## config.mk

```make
export PLATFORM = sky130hd
export DESIGN_NAME = nbl_rx_deframer
export DESIGN_NICKNAME = d
export VERILOG_FILES = /design/src/rtl/nbl_rx_deframer.sv
export SDC_FILE = /design/constraint.sdc
export NUM_CORES = 1
export LEC_CHECK = 0
export BUFFER_PORTS_ARGS = -buffer_cell sky130_fd_sc_hd__buf_2
export CORE_MARGIN = 10
export CORE_UTILIZATION = 52
export CTS_BUF_LIST = sky130_fd_sc_hd__clkbuf_4 sky130_fd_sc_hd__clkbuf_8
export DETAILED_ROUTE_END_ITERATION = 10
export PLACE_DENSITY = 0.77
export SYNTH_ARGS = -nofsm -noshare
export SYNTH_HDL_FRONTEND = slang
export SYNTH_SLANG_ARGS = --single-unit
```

## constraint.sdc

```tcl
create_clock -name clk -period 4.65 [get_ports clk]
set_input_delay 0.93 -clock clk [delete_from_list [all_inputs] [get_ports clk]]
set_output_delay 0.93 -clock clk [all_outputs]
set_load 0.05 [all_outputs]
```

## src/rtl/nbl_rx_deframer.sv

```systemverilog
module nbl_rx_deframer #(
  parameter bit HEADERLESS = 1'b0,
  parameter int ADDR_W = 18,
  parameter int CNT_W = 16,
  parameter logic [7:0] EOT_CHAR = 8'h04
) (
  input  logic              clk,
  input  logic              rst_n,
  input  logic              desc_valid,
  input  logic [ADDR_W-1:0] desc_addr,
  input  logic [CNT_W-1:0]  desc_words,
  output logic              busy,
  input  logic              ch_valid,
  input  logic [8:0]        ch_data,
  output logic              mem_we,
  output logic [ADDR_W-1:0] mem_addr,
  output logic [15:0]       mem_wdata,
  input  logic              mem_err,
  output logic              done,
  output logic [CNT_W-1:0]  done_len,
  output logic              done_odd,
  output logic              halted
);

  typedef enum logic [2:0] {S_IDLE, S_H1, S_H2, S_LO, S_HI, S_HALT} st_t;

  st_t               st;
  logic [ADDR_W-1:0] addr;
  logic [CNT_W-1:0]  left, orig;
  logic [7:0]        lo;

  wire is_end  = HEADERLESS ? (ch_data[7:0] == EOT_CHAR) : ch_data[8];
  wire last_wd = (left == CNT_W'(1));
  wire finish  = mem_we && !mem_err && (is_end || last_wd);

  assign busy      = (st != S_IDLE);
  assign halted    = (st == S_HALT);
  assign mem_we    = ch_valid && ((st == S_LO && is_end) || st == S_HI);
  assign mem_addr  = addr;
  assign mem_wdata = (st == S_HI) ? {ch_data[7:0], lo} : {8'h00, ch_data[7:0]};

  always_ff @(posedge clk) begin
    if (!rst_n) begin
      st       <= S_IDLE;
      addr     <= '0;
      left     <= '0;
      orig     <= '0;
      lo       <= '0;
      done     <= 1'b0;
      done_len <= '0;
      done_odd <= 1'b0;
    end else begin
      done <= 1'b0;
      case (st)
        S_IDLE:
          if (desc_valid) begin
            addr <= desc_addr;
            left <= desc_words;
            orig <= desc_words;
            st   <= HEADERLESS ? S_LO : S_H1;
          end
        S_H1:
          if (ch_valid && ch_data == 9'h000) st <= S_H2;
        S_H2:
          if (ch_valid) st <= (ch_data == 9'h000) ? S_LO : S_H1;
        S_LO, S_HI:
          if (mem_we && mem_err) begin
            st <= S_HALT;
          end else if (mem_we) begin
            left <= left - CNT_W'(1);
            addr <= addr + ADDR_W'(2);
            if (finish) begin
              st       <= S_IDLE;
              done     <= 1'b1;
              done_len <= orig - left + CNT_W'(1);
              done_odd <= (st == S_LO);
            end else begin
              st <= S_LO;
            end
          end else if (ch_valid) begin
            lo <= ch_data[7:0];
            st <= S_HI;
          end
        default: st <= S_HALT;
      endcase
    end
  end

  AST_ADDR_STEP: assert property (@(posedge clk) disable iff (!rst_n)
    (mem_we && !mem_err) |=> (mem_addr == $past(mem_addr) + ADDR_W'(2)));
  AST_DONE_PULSE: assert property (@(posedge clk) disable iff (!rst_n)
    done |=> !done);
  AST_LEN_RANGE: assert property (@(posedge clk) disable iff (!rst_n)
    done |-> (done_len != '0 && done_len <= orig));
  AST_ERR_HALTS: assert property (@(posedge clk) disable iff (!rst_n)
    (mem_we && mem_err) |=> halted);
  AST_HALT_STICKY: assert property (@(posedge clk) disable iff (!rst_n)
    halted |=> (halted && !mem_we && !done));
  AST_IDLE_QUIET: assert property (@(posedge clk) disable iff (!rst_n)
    !busy |-> !mem_we);

endmodule

```

== Word-level counts from Yosys, hierarchy flattened ==
Index checks and enable logic that the tools add are counted.

* Bits in registers: 79
* Latch bits: 0
* RAM bits: 0
* ROM bits: 0
* Output and inout bits: 55
* Word-level logic and storage cells: 67
* Memories: 0

* $add $sub $neg: 4
* Multipliers: 0
* Divide/modulo/power cells: 0
* Magnitude comparators: 0
* Equality and inequality tests: 12
* Shift operators: 0
* Multiplexer cells: 19
* Bitwise gates (word level): 4
* Reductions and logical operators: 20

{| class="wikitable"
|+ Operators by type and width
! kind !! number
|-
| two-way mux 16 bit || 4
|-
| two-way mux 18 bit || 3
|-
| one-hot mux 18 bit (2 select lines) || 1
|-
| one-hot mux 16 bit (2 select lines) || 1
|-
| adder 18 x 2 -> 18 bit, second input constant || 1
|-
| two-way mux 3 bit || 6
|-
| adder 16 x 1 -> 16 bit, second input constant || 1
|-
| == test 16 x 1 -> 1 bit, second input constant || 1
|-
| AND reduction 4 bit || 4
|-
| subtractor 16 x 1 -> 16 bit, second input constant || 1
|-
| subtractor 16 bit || 1
|-
| one-hot mux 3 bit (4 select lines) || 1
|-
| inequality test 2 bit, second input constant || 5
|-
| logical NOT 9 bit || 1
|-
| == test 3 x 2 -> 1 bit, second input constant || 2
|-
| == test 3 bit, second input constant || 2
|-
| logical AND 1 bit || 6
|-
| two-way mux 2 bit || 2
|-
| inequality test 4 bit, second input constant || 1
|-
| NOT 1 bit || 4
|-
| OR reduction 4 bit || 1
|-
| == test 3 x 1 -> 1 bit, second input constant || 1
|-
| logical NOT 3 bit || 1
|-
| nonzero test 3 bit || 1
|-
| 6 further kinds || 7
|}

== Logic depth before layout (Yosys ltp) ==
Gate-level depths: netlist of the first run.

* Word-level depth: 10
* Mapped depth: 13
* Gate-level depth less buffers: 13

== Least setup slack after synthesis of the first run ==
Ideal clock, no wire load.

* Path type: input-to-reg
* Start: input ch_valid
* End: register done_len[4]
* Setup time: 0.067 ns
* Arrival: 2.752 ns
* Data required time: 4.583 ns
* Setup slack: 1.831 ns
* Cell stages on the path: 9
* Buffers on the path: 3
* Path through: clkbuf_1 -> mux2_2 -> a22oi_1 -> a21o_1 -> buf_6 -> or3_4 -> buf_6 -> or3_4 -> a21oi_2

* Longest elaborated chain between the ends: 4

{| class="wikitable"
|+ RTL lines
! item !! line !! RTL
|-
| from (decl) || 13 || <nowiki>input logic ch_valid,</nowiki>
|-
| logical AND 1 bit (*) || 38 || <nowiki>assign mem_we = ch_valid && ((st == S_LO && is_end) || st == S_HI);</nowiki>
|-
| logical AND 1 bit, on equally long branches || 34, 67 ||
|-
| logical AND 1 bit / NOT 1 bit (equally long branches) || - ||
|-
| AND reduction 4 bit (no line) (*) || - ||
|-
| to (signal assigned) || 75 || <nowiki>done_len <= orig - left + CNT_W'(1);</nowiki>
|-
| to (decl) || 20 || <nowiki>output logic [CNT_W-1:0] done_len,</nowiki>
|}

Mark *: on every way between the ends. The rest lies on a longest branch, timed or not.
A chain may end at the register's enable or synchronous reset.

== Worst setup path after layout of the first run ==
* Start: register st[0]
* End: register done_len[4]

* Longest elaborated chain between the ends: 7

{| class="wikitable"
|+ RTL lines
! item !! line !! RTL
|-
| from (decl) || 27 || <nowiki>st_t st;</nowiki>
|-
| from (signal assigned) || 60 || <nowiki>st <= HEADERLESS ? S_LO : S_H1;</nowiki>
|-
| from (signal assigned) || 65 || <nowiki>if (ch_valid) st <= (ch_data == 9'h000) ? S_LO : S_H1;</nowiki>
|-
| == test 3 x 2 -> 1 bit || 38, 54 ||
|-
| logical AND 1 bit || 38 ||
|-
| logical OR 1 bit || 38 ||
|-
| logical AND 1 bit || 38 ||
|-
| logical AND 1 bit, on equally long branches || 34, 67 ||
|-
| logical AND 1 bit / NOT 1 bit (equally long branches) || - ||
|-
| AND reduction 4 bit (no line) (*) || - ||
|}

Marks and branches as above.

==> summary.md, run 1 <==
| Metric | Value |
|---|---|
| Final Worst Setup Slack | roughly 1700 ps |
| Maximum level of the CTS H-tree | 3 |
| Number of maximum-capacitance constraint violations | 0 |
| Tot GR Track Use | 18.93% |
| Post-DRT Antenna Nets | 0 |
| Per-cell via count in the routed design | ~6 |
| Clock transition time at the flip-flop clock pins of the worst setup and hold paths | about 80 ps |
| CTS Root Buffer Type | clkbuf_8 |
| Number of global-route vias before repair | ~4500 |
| Resize count post-CTS | 0 |
| HPWL reported at the end of detailed placement | between 9 and 10 mm |
| Area of placed instances | approximately 0.0053 sq mm |
| Family with the most delay on the worst path | simple AND/OR/NAND/NOR gates |
| Synth cell types | between 50 and 60 |
| Peak per-stage delay on the critical path | around 660 ps |
| Die Outline Area | 0.01339 sq mm |
| Global-route wire length before repair | between 20 and 25 mm |
| P per Cell Area | 299.2 mW/mm^2 |
| Hold crit path type | reg2reg |
| I/O Pins | 103 |
| Static Leak | ~2.4 nW |
| Avg WL per Cell | 16.06 um |
| Setup crit start kind | flop |
| Via total after detailed routing | about 4800 |
| TNS Setup | 0 ps |
| Syn-to-layout area delta | 14.84% |
| Crit Path Class | reg2reg |
| Cell breakdown of the critical path | nor3b_2 -> buf_4 -> o21a_4 -> a21o_1 -> or3_4 -> or3_4 -> a21oi_2 |
| Slew at the pin with the worst max-slew slack | 1200 ps |
| Finish-stage setup viols | 0 |
| Power after layout | between 1.5 and 2 mW |
| Pin count of the biggest net entering global routing | between 60 and 70 |
| Drt drc | 0 |
| DR WL met2 | 6.028 mm |
| Cell row count | 34 |
| Post-Syn Nets | 706 |
| Clk sink count | a little under 80 |
| Timing-limited maximum frequency | approximately 0.34 GHz |
| Initial antenna violation count | 0 |
| Insertion delay to the later sink of the worst-skew pair | 350 ps |
| Clock Skew | 13.03 ps |
| Most used flip-flop cell after synthesis | dfxtp_1 |
| Register area | approximately 0.0016 sq mm |
| Maximum buffer depth of the clock tree | 2 |
| Crit path time final | 2929 ps |
| Filler cells | 820 |
| Final critical-path share of the clock period | between 60% and 70% |
| Area of combinational cells with multiple inputs | 0.002934 sq mm |
| Crit path buffers/inverters | 1 |
| Top fanout value on the critical path | 26 |
| Fraction of synthesis flops using an asynchronous set or reset pin | 0% |
| Required @ worst endpoint | slightly below 5000 ps |
| Hold buffer count at cts | 0 |
| Port bufs | around 100 |
| Detailed-route wire length on metal 1 | 5.603 mm |
| Fraction of the yosys area taken by sequential cells | 33.20% |
| Net count of the finished layout | 783 |
| Final standard cell area without fillers | between 0.005 and 0.006 sq mm |
| Most common cell in the synthesized netlist | nand2_1 |
| Share of the synthesized area in the top cell type | between 30 and 40% |
| Area of the mapped netlist | ~0.0048 sq mm |
| Pre-CTS setup slack | ~1500 ps |
| Met3 wire len | 1.226 mm |
| Placeable Area | 0.008806 sq mm |
| Worst path most repeated cell | or3_4 |
| RSZ-0062 raised after global routing | false |
| Worst setup EP type | flop |
| Total clock buffers created by CTS | 9 |
| Outcome | finished clean |
| TritonCTS clock tree | done |
| Horiz. Die Dim | 115.7 um |
| Post-Syn Area per Cell | around 7.6 sq um |
| Number of synthesized register bits | 79 |
| Cell with the biggest individual delay on the critical path | dfxtp_1 |
| Wire length after detailed routing | roughly 13 mm |
| Arrival time at the worst endpoint | 3210 ps |
| Syn Inst Count | roughly 630 |
| Height of the die | between 100 and 150 um |
| Number of diodes added for antenna fixing | 0 |
| Worst-case headroom to the max-slew limit | between 10% and 20% |
| Max-slew violation total from the final report | 0 |
| Iteration count of the initial detailed-routing pass | 5 |
| Top routing layer in use | met4 |
| Number of failing hold endpoints at the final stage | 0 |
| Ratio of cells with drive above 1 in the final layout | 20.28% |
| Leading area contributor after synthesis | dfxtp_1 |
| RePlAce Congestion | about 0.90 |
| Count of non-filler cells in the finished layout | between 800 and 900 |
| Number of flops mapped to enable cells by yosys | 0 |
| DRC marker count from the first detailed-route iteration | 340 |
| Synth warn | 0 |
| Placed insts | between 700 and 800 |
| Gr ovfl total | 0 |
| Top cells by area in the synthesized netlist | dfxtp_1, ha_1, nand2_1 |
| Setup Fix Bufs, Post-CTS | 0 |
| Starting utilization of the core area | between 50% and 60% |
| Peak ir drop on the vdd network | between 0.1 and 0.15 mV |
| Most frequent cells after synthesis | nand2_1, dfxtp_1, a21oi_1 |
-- power by group --
part	switching (mW)	total, mW	internal (mW)
Sequential	0.0306	0.735	0.704
Combinational	0.253	0.400	0.147
Clock	0.247	0.502	0.255
Total	0.530	1.64	1.11
-- path summary, 6_finish.rpt --
| kind | startpoint | to | slack (ps) | depth (start not counted) |
|---|---|---|---|---|
| max reg2reg | st[0] | done_len[4] | 1720 | 7 |
| max | st[0] | done_len[4] | 1720 | 7 |
| min | done_len[9] | done_len[9] | 450 | 2 |
| min reg2reg | done_len[9] | done_len[9] | 450 | 2 |
-- through the flow --
step | util [%] | hold WS [ps]
after floorplan | - | 436.3
after global placement | 60.02 | 436.7
after global routing | 62.12 | 467.8
after CTS | 62.12 | 453.9
final | 62.12 | 452.3
after detailed placement | 60.02 | 442.0
-- registers in the layout, indices dropped and copies added (netlist names) --
name and cells:
mem_addr 18, st 3, done_len 16, left 16, done_odd 1, done 1, orig 16, lo 8
-- worst register-to-register path: cells and delay by family, from the launching register on --
kind                   cells  cell delay [ps]
AO/OA/AOI/OAI              3              850
buffers and inverters      1              230
flip-flops                 1              660
AND/OR/NAND/NOR            3             1130
-- kinds of logic (layout without fill, tap and decap cells) --
group | Yosys count | in the layout | synth area share [%]
xor+xnor | 13 | 13 | 2.390
mux | 17 | 17 | 3.809
simple gates | 225 | 225 | 21.20
flops | 79 | 79 | 33.20
compound gates | 193 | 193 | 24.80
fa+ha+maj | 33 | 33 | 8.826
buf+inv | 65 | 145 | 5.779
-- layout by cell type (no fill, tap or decap), drive strengths merged, types with 9 or more instances in the layout --
cell	n
o21ai	46
dfxtp	79
and2	9
inv	25
mux2	9
nor3	14
nand3	18
ha	32
a31oi	9
a211oi	15
buf	106
a21oi	73
nor2	56
nand2	98
clkbuf	10
-- cell type report --
cell class                      instances  area share, %
Clock buffer                           10          2.516
Clock inverter                          4         0.8692
Inverter                               25          1.715
Multi-Input combinational cell        481          53.64
Sequential cell                        79          28.91
Tap cell                              108          2.470
Timing Repair Buffer                  106          9.881
-- metal layers --
| metal | vias up | global-route usage, % |
|---|---|---|
| li1 | 2375 | - |
| met2 | 184 | 31.05 |
| met4 | 0 | 5.505 |
| met3 | 19 | 5.788 |
| met5 | - | 0 |
| met1 | 2197 | 23.48 |
Power figures use the tool's default switching activity.
==> run 2: changes to the inputs <==
CORE_UTILIZATION = 51   (was 52)
PLACE_DENSITY = 0.79   (was 0.77)
clock period = 2.35 ns   (was 4.65 ns; I/O delays follow)
==> run 2 against run 1 <==
Net effect:
- clock skew decreased by 2.4 ps
- hold slack got worse by 75 ps
- highest routed layer unchanged
- maximum frequency increased by 26%
- die area increased by 1.6%
- non-clock buffer count increased by 48
- critical endpoint is now done_len[15]
- first-iteration DRC count increased by 10%
- power increased by 110%
- cell count increased by 6.3%
- sequential share of layout area decreased by 2.5 points
- flip-flop and latch count unchanged
- setup slack got worse by 1700 ps
- register-to-register slack got worse by 1700 ps
==> summary.md, run 2 (synthesized netlist as in run 1, its figures left out) <==
| Metric | Value |
|---|---|
| Outcome | finished clean |
| Static Leak | 2.651 nW |
| Timing-limited maximum frequency | about 0.43 GHz |
| CTS Root Buffer Type | clkbuf_8 |
| Number of failing hold endpoints at the final stage | 0 |
| Top fanout value on the critical path | 3 |
| Hold crit path type | in2reg |
| Total clock buffers created by CTS | 9 |
| Starting utilization of the core area | 52.04% |
| RePlAce Congestion | 0.9148 |
| Die Outline Area | between 0.01 and 0.015 sq mm |
| I/O Pins | 103 |
| Global-route wire length before repair | ~23 mm |
| P per Cell Area | about 570 mW/mm^2 |
| Gr ovfl total | 0 |
| Via total after detailed routing | 4997 |
| TNS Setup | 0 ps |
| Final standard cell area without fillers | ~0.0060 sq mm |
| Number of diodes added for antenna fixing | 0 |
| Horiz. Die Dim | 116.6 um |
| Ratio of cells with drive above 1 in the final layout | slightly below 30% |
| Setup crit start kind | flop |
| TritonCTS clock tree | done |
| Max-slew violation total from the final report | 0 |
| Pin count of the biggest net entering global routing | 38 |
| Filler cells | 802 |
| Wire length after detailed routing | roughly 14 mm |
| Slew at the pin with the worst max-slew slack | 673.4 ps |
| Worst setup EP type | flop |
| Clk sink count | between 70 and 80 |
| Arrival time at the worst endpoint | 2580 ps |
| Finish-stage setup viols | 0 |
| Insertion delay to the later sink of the worst-skew pair | around 340 ps |
| Clock transition time at the flip-flop clock pins of the worst setup and hold paths | ~80 ps |
| Net count of the finished layout | ~830 |
| Maximum level of the CTS H-tree | 3 |
| Clock Skew | ~11 ps |
| Placeable Area | 0.009153 sq mm |
| Initial antenna violation count | 0 |
| Most frequent cells in the layout | buf_2, nand2_1, dfxtp_1 |
| Worst-case headroom to the max-slew limit | a little under three fifths |
| Final critical-path share of the clock period | between 90% and 100% |
| Port bufs | a little over 100 |
| Peak ir drop on the vdd network | 0.3665 mV |
| Min-Delay Path Depth | 3 |
| DRC marker count from the first detailed-route iteration | roughly 370 |
| Height of the die | between 100 and 150 um |
| Crit path time final | roughly 2300 ps |
| Per-cell via count in the routed design | 5.784 |
| Area of placed instances | roughly 0.0056 sq mm |
| Syn-to-layout area delta | 26.61% |
| Tot GR Track Use | about a fifth |
| Drt drc | 0 |
| Iteration count of the initial detailed-routing pass | 5 |
| Avg WL per Cell | 16.46 um |
| R2R cell count | 13 |
| RSZ-0062 raised after global routing | true |
| Cell row count | 35 |
| Number of global-route vias before repair | 4938 |
| Crit Path Class | reg2reg |
| Post-DRT Antenna Nets | 0 |
| Flip-flop count of the largest register after layout | 18 |
| Required @ worst endpoint | ~2600 ps |
| HPWL reported at the end of detailed placement | 10.26 mm |
| Maximum buffer depth of the clock tree | 2 |
| Number of maximum-capacitance constraint violations | 0 |
| Most frequent standard cell in the layout excluding fill and tap cells | buf_2 |
-- run 2: changes by cell type in the layout (fill, tap and decap cells not counted), moves of 4 or more --
cell     change
o21ai_1      +4
dfxtp_2      +5
dfxtp_1      -6
o21ai_0      -5
ha_4         +5
ha_1         -7
buf_4       +45
-- run 2: timing repair --
item                                    in CTS  in global routing
gates cloned                                 0                  0
hold buffers                                 0                  0
endpoints found under the setup margin      14                 19
pin swaps                                   12                  8
setup buffers                                1                  3
resized for setup                           21                 19
endpoints found under the hold margin        0                  0
-- run 2: per-stage QoR --
| stage | hold slack (ps) | power [mW] | utilization, % | instances | worst slack [ps] |
|---|---|---|---|---|---|
| final | 377.3 | 3.448 | 65.89 | 864 | 28.98 |
| after CTS | 367.8 | 3.371 | 64.65 | 861 | -29.15 |
| after floorplan | 436.3 | 2.058 | - | 625 | 8.417 |
| after global routing | 378.6 | 3.626 | 65.89 | 864 | -87.43 |
| after detailed placement | 443.0 | 2.355 | 61.72 | 846 | -221.7 |
| after global placement | 435.5 | 2.336 | 61.72 | 846 | -85.89 |
-- run 2: routing by layer --
metal / track usage [%] / vias up / wire (um)
li1: - / 2470 / -
met3: 4.982 / 33 / 1016
met1: 24.05 / 2311 / 5986
met4: 7.414 / 0 / 306
met5: 0 / - / 0
met2: 34.50 / 183 / 6908
-- run 2: path summary, 6_finish.rpt --
kind	to	slack, ps	start
worst max-delay path	done_len[15]	30	orig[1]
worst min-delay path	orig[3]	380	desc_words[3]
worst max register to register	done_len[15]	30	orig[1]
worst min register to register	done_len[9]	460	done_len[9]
-- run 2: layout make-up --
cell class	instances	area [sq um]	share of cell area, %
clock buffers	10	137.6	2.282
clock inverters	4	47.55	0.7884
inverters	25	96.34	1.598
multi-input cells	481	3080	51.08
flip-flops and latches	79	1592	26.39
well taps	111	138.9	2.303
repair buffers	154	938.4	15.56
-- run 2: power by group --
part           total, mW  internal [mW]  switching [mW]
combinational       1.01          0.427           0.578
clock              0.996          0.505           0.491
sequential          1.45           1.39          0.0539
-- run 2: worst max-delay path, stage by stage (launching register included) --
cell and delay (ps):
dfxtp_2 350, inv_2 40, ha_4 230, inv_4 60, ha_4 130, inv_2 40
fa_2 390, nor2b_2 140, o31a_1 230, o21ai_2 90, a21oi_2 140, o21ai_1 90
xnor2_1 130, a211oi_1 190
==> run 3: changes to the inputs <==
BUFFER_PORTS_ARGS = -buffer_cell sky130_fd_sc_hd__buf_4   (was -buffer_cell sky130_fd_sc_hd__buf_2)
==> run 3 against run 2 <==
Net effect:
- clock skew increased by 3.5 ps
- wire length about the same
- register-to-register slack about the same
- core utilization increased by 3.6 points
- via count about the same
- count of clock-buffer cells in the layout unchanged
- final area increased by 5.5%
- combinational power increased by 5%
==> summary.md, run 3 (synthesized netlist as in run 1, its figures left out) <==
| Metric | Value |
|---|---|
| Global-route wire length before repair | 22.91 mm |
| Per-cell via count in the routed design | 5.789 |
| Net count of the finished layout | 829 |
| Wire length after detailed routing | 14.22 mm |
| Tot GR Track Use | between 20% and 30% |
| Worst-case headroom to the max-slew limit | around 58% |
| Initial antenna violation count | 0 |
| Register area | between 0.0015 and 0.002 sq mm |
| Height of the die | around 120 um |
| Pre-CTS setup slack | -183.3 ps |
| Timing-limited maximum frequency | around 0.43 GHz |
| Crit Path Class | reg2reg |
| TritonCTS clock tree | done |
| Required @ worst endpoint | 2640 ps |
| Hold wc startpoint | desc_addr[0] |
| Final Util | between 60% and 70% |
| Worst setup EP type | flop |
| Port bufs | 102 |
| Number of maximum-capacitance constraint violations | 0 |
| Slew at the pin with the worst max-slew slack | 631.2 ps |
| Crit path time final | about 2300 ps |
| Peak ir drop on the vdd network | 0.3757 mV |
| Insertion delay to the later sink of the worst-skew pair | 350 ps |
| Avg WL per Cell | 16.47 um |
| Clk sink count | 79 |
| Most frequent standard cell in the layout excluding fill and tap cells | buf_4 |
| Area of combinational cells with multiple inputs | around 0.0031 sq mm |
| Min Hold Slack | 371.5 ps |
| Beginning of the worst register-to-register path | left[8] |
| Cell breakdown of the critical path | inv_1 -> ha_1 -> ha_1 -> buf_4 -> nand2_1 -> o21bai_1 -> o41ai_4 -> o21ai_1 -> xor2_1 -> nand2_1 -> a21oi_2 |
| R2R cell count | 11 |
| Ratio of cells with drive above 1 in the final layout | a little under a third |
| Flip-flop count of the largest register after layout | 18 |
| Cell row count | 35 |
| Number of failing hold endpoints at the final stage | 0 |
| TNS Setup | 0 ps |
| Pin count of the biggest net entering global routing | 39 |
| Count of non-filler cells in the finished layout | roughly 860 |
| I/O Pins | 103 |
| Area of placed instances | approximately 0.0059 sq mm |
| Finish-stage setup viols | 0 |
| Worst Hold Path EP | mem_addr[0] |
| Outcome | finished clean |
| Clock Skew | between 10 and 15 ps |
| Maximum level of the CTS H-tree | 3 |
| DRC marker count from the first detailed-route iteration | 469 |
| Maximum buffer depth of the clock tree | 2 |
| Syn-to-layout area delta | 33.60% |
| Drt drc | 0 |
| Top fanout value on the critical path | 4 |
| Arrival time at the worst endpoint | around 2600 ps |
| Family with the most delay on the worst path | compound AO/OA/AOI/OAI gates |
| CTS Root Buffer Type | clkbuf_8 |
| Via total after detailed routing | 4996 |
| Clock transition time at the flip-flop clock pins of the worst setup and hold paths | 90 ps |
| Cell with the biggest individual delay on the critical path | dfxtp_1 |
| Number of global-route vias before repair | around 4900 |
| Final standard cell area without fillers | ~0.0064 sq mm |
| RePlAce Congestion | 0.9424 |
| Crit path buffers/inverters | 2 |
| Placed insts | about 850 |
| Die Outline Area | about 0.014 sq mm |
| HPWL reported at the end of detailed placement | between 10 and 15 mm |
| Final Worst Setup Slack | about 38 ps |
| Power after layout | 3.555 mW |
| Final critical-path share of the clock period | 98.36% |
| Filler cells | between 700 and 800 |
| Hold crit path type | in2reg |
| Total clock buffers created by CTS | 9 |
| Iteration count of the initial detailed-routing pass | 5 |
| Post-DRT Antenna Nets | 0 |
| Setup crit start kind | flop |
| Max-slew violation total from the final report | 0 |
| Gr ovfl total | 0 |
| Starting utilization of the core area | 52.04% |
| Number of diodes added for antenna fixing | 0 |
| Worst reg2reg path endpoint | done_len[11] |
| Min-Delay Path Depth | 3 |
| Most frequent cells in the layout | buf_4, nand2_1, dfxtp_1 |
| Static Leak | ~2.7 nW |
| R2R Setup Slk | roughly 38 ps |
| Peak per-stage delay on the critical path | approximately 400 ps |
| RSZ-0062 raised after global routing | true |
| Horiz. Die Dim | approximately 120 um |
| P per Cell Area | 558.6 mW/mm^2 |
| Placeable Area | about 0.009 sq mm |
## run 3: changes by cell type in the layout (fill, tap and decap cells not counted), sizes merged
cell      before  now
buf          154  152
clkinvlp       1    2
## run 3: power by group
group,total [mW],switching (mW),leakage [nW],internal (mW)
registers,1.45,0.0592,0.648,1.39
logic,1.06,0.588,1.95,0.475
clock network,1.04,0.524,0.0944,0.515
total,3.55,1.17,2.70,2.38
## run 3: area by class of cell
type	count	area share (%)
Multi-Input combinational cell	481	49.47
Sequential cell	79	25.01
Timing Repair Buffer	152	18.78
Inverter	25	1.475
Tap cell	111	2.182
Clock buffer	10	2.163
Clock inverter	5	0.9241
## run 3: how the worst max path moves through the flow
stage                              end    start  cells past startpoint
after floorplan           done_len[15]  orig[1]                     13
after global placement    done_len[15]  orig[1]                     13
after detailed placement  done_len[15]  orig[1]                     13
after CTS                 done_len[15]  orig[1]                     13
after global routing      done_len[11]  left[8]                     11
final                     done_len[11]  left[8]                     11
## run 3: layer usage
layer | wire length, um | share of wire (%) | global-route usage [%] | up-vias
met5 | 0 | 0 | 0 | -
met4 | 312 | 2.2 | 6.425 | 0
met3 | 958 | 6.7 | 4.468 | 27
met2 | 6854 | 48 | 35.48 | 175
met1 | 6090 | 43 | 24.70 | 2332
li1 | - | - | - | 2462
## run 3: timing repair
| action | CTS | global route |
|---|---|---|
| setup buffers | 3 | 0 |
| setup endpoints to repair | 12 | 12 |
| hold buffers | 0 | 0 |
| gates resized for setup | 16 | 34 |
| pin swaps | 11 | 14 |
## run 3: worst register-to-register path, stage by stage, from the launching register on
cell and delay, ps:
dfxtp_1 400, inv_1 80, ha_1 320, ha_1 320
buf_4 150, nand2_1 70, o21bai_1 260, o41ai_4 130
o21ai_1 170, xor2_1 150, nand2_1 80, a21oi_2 130
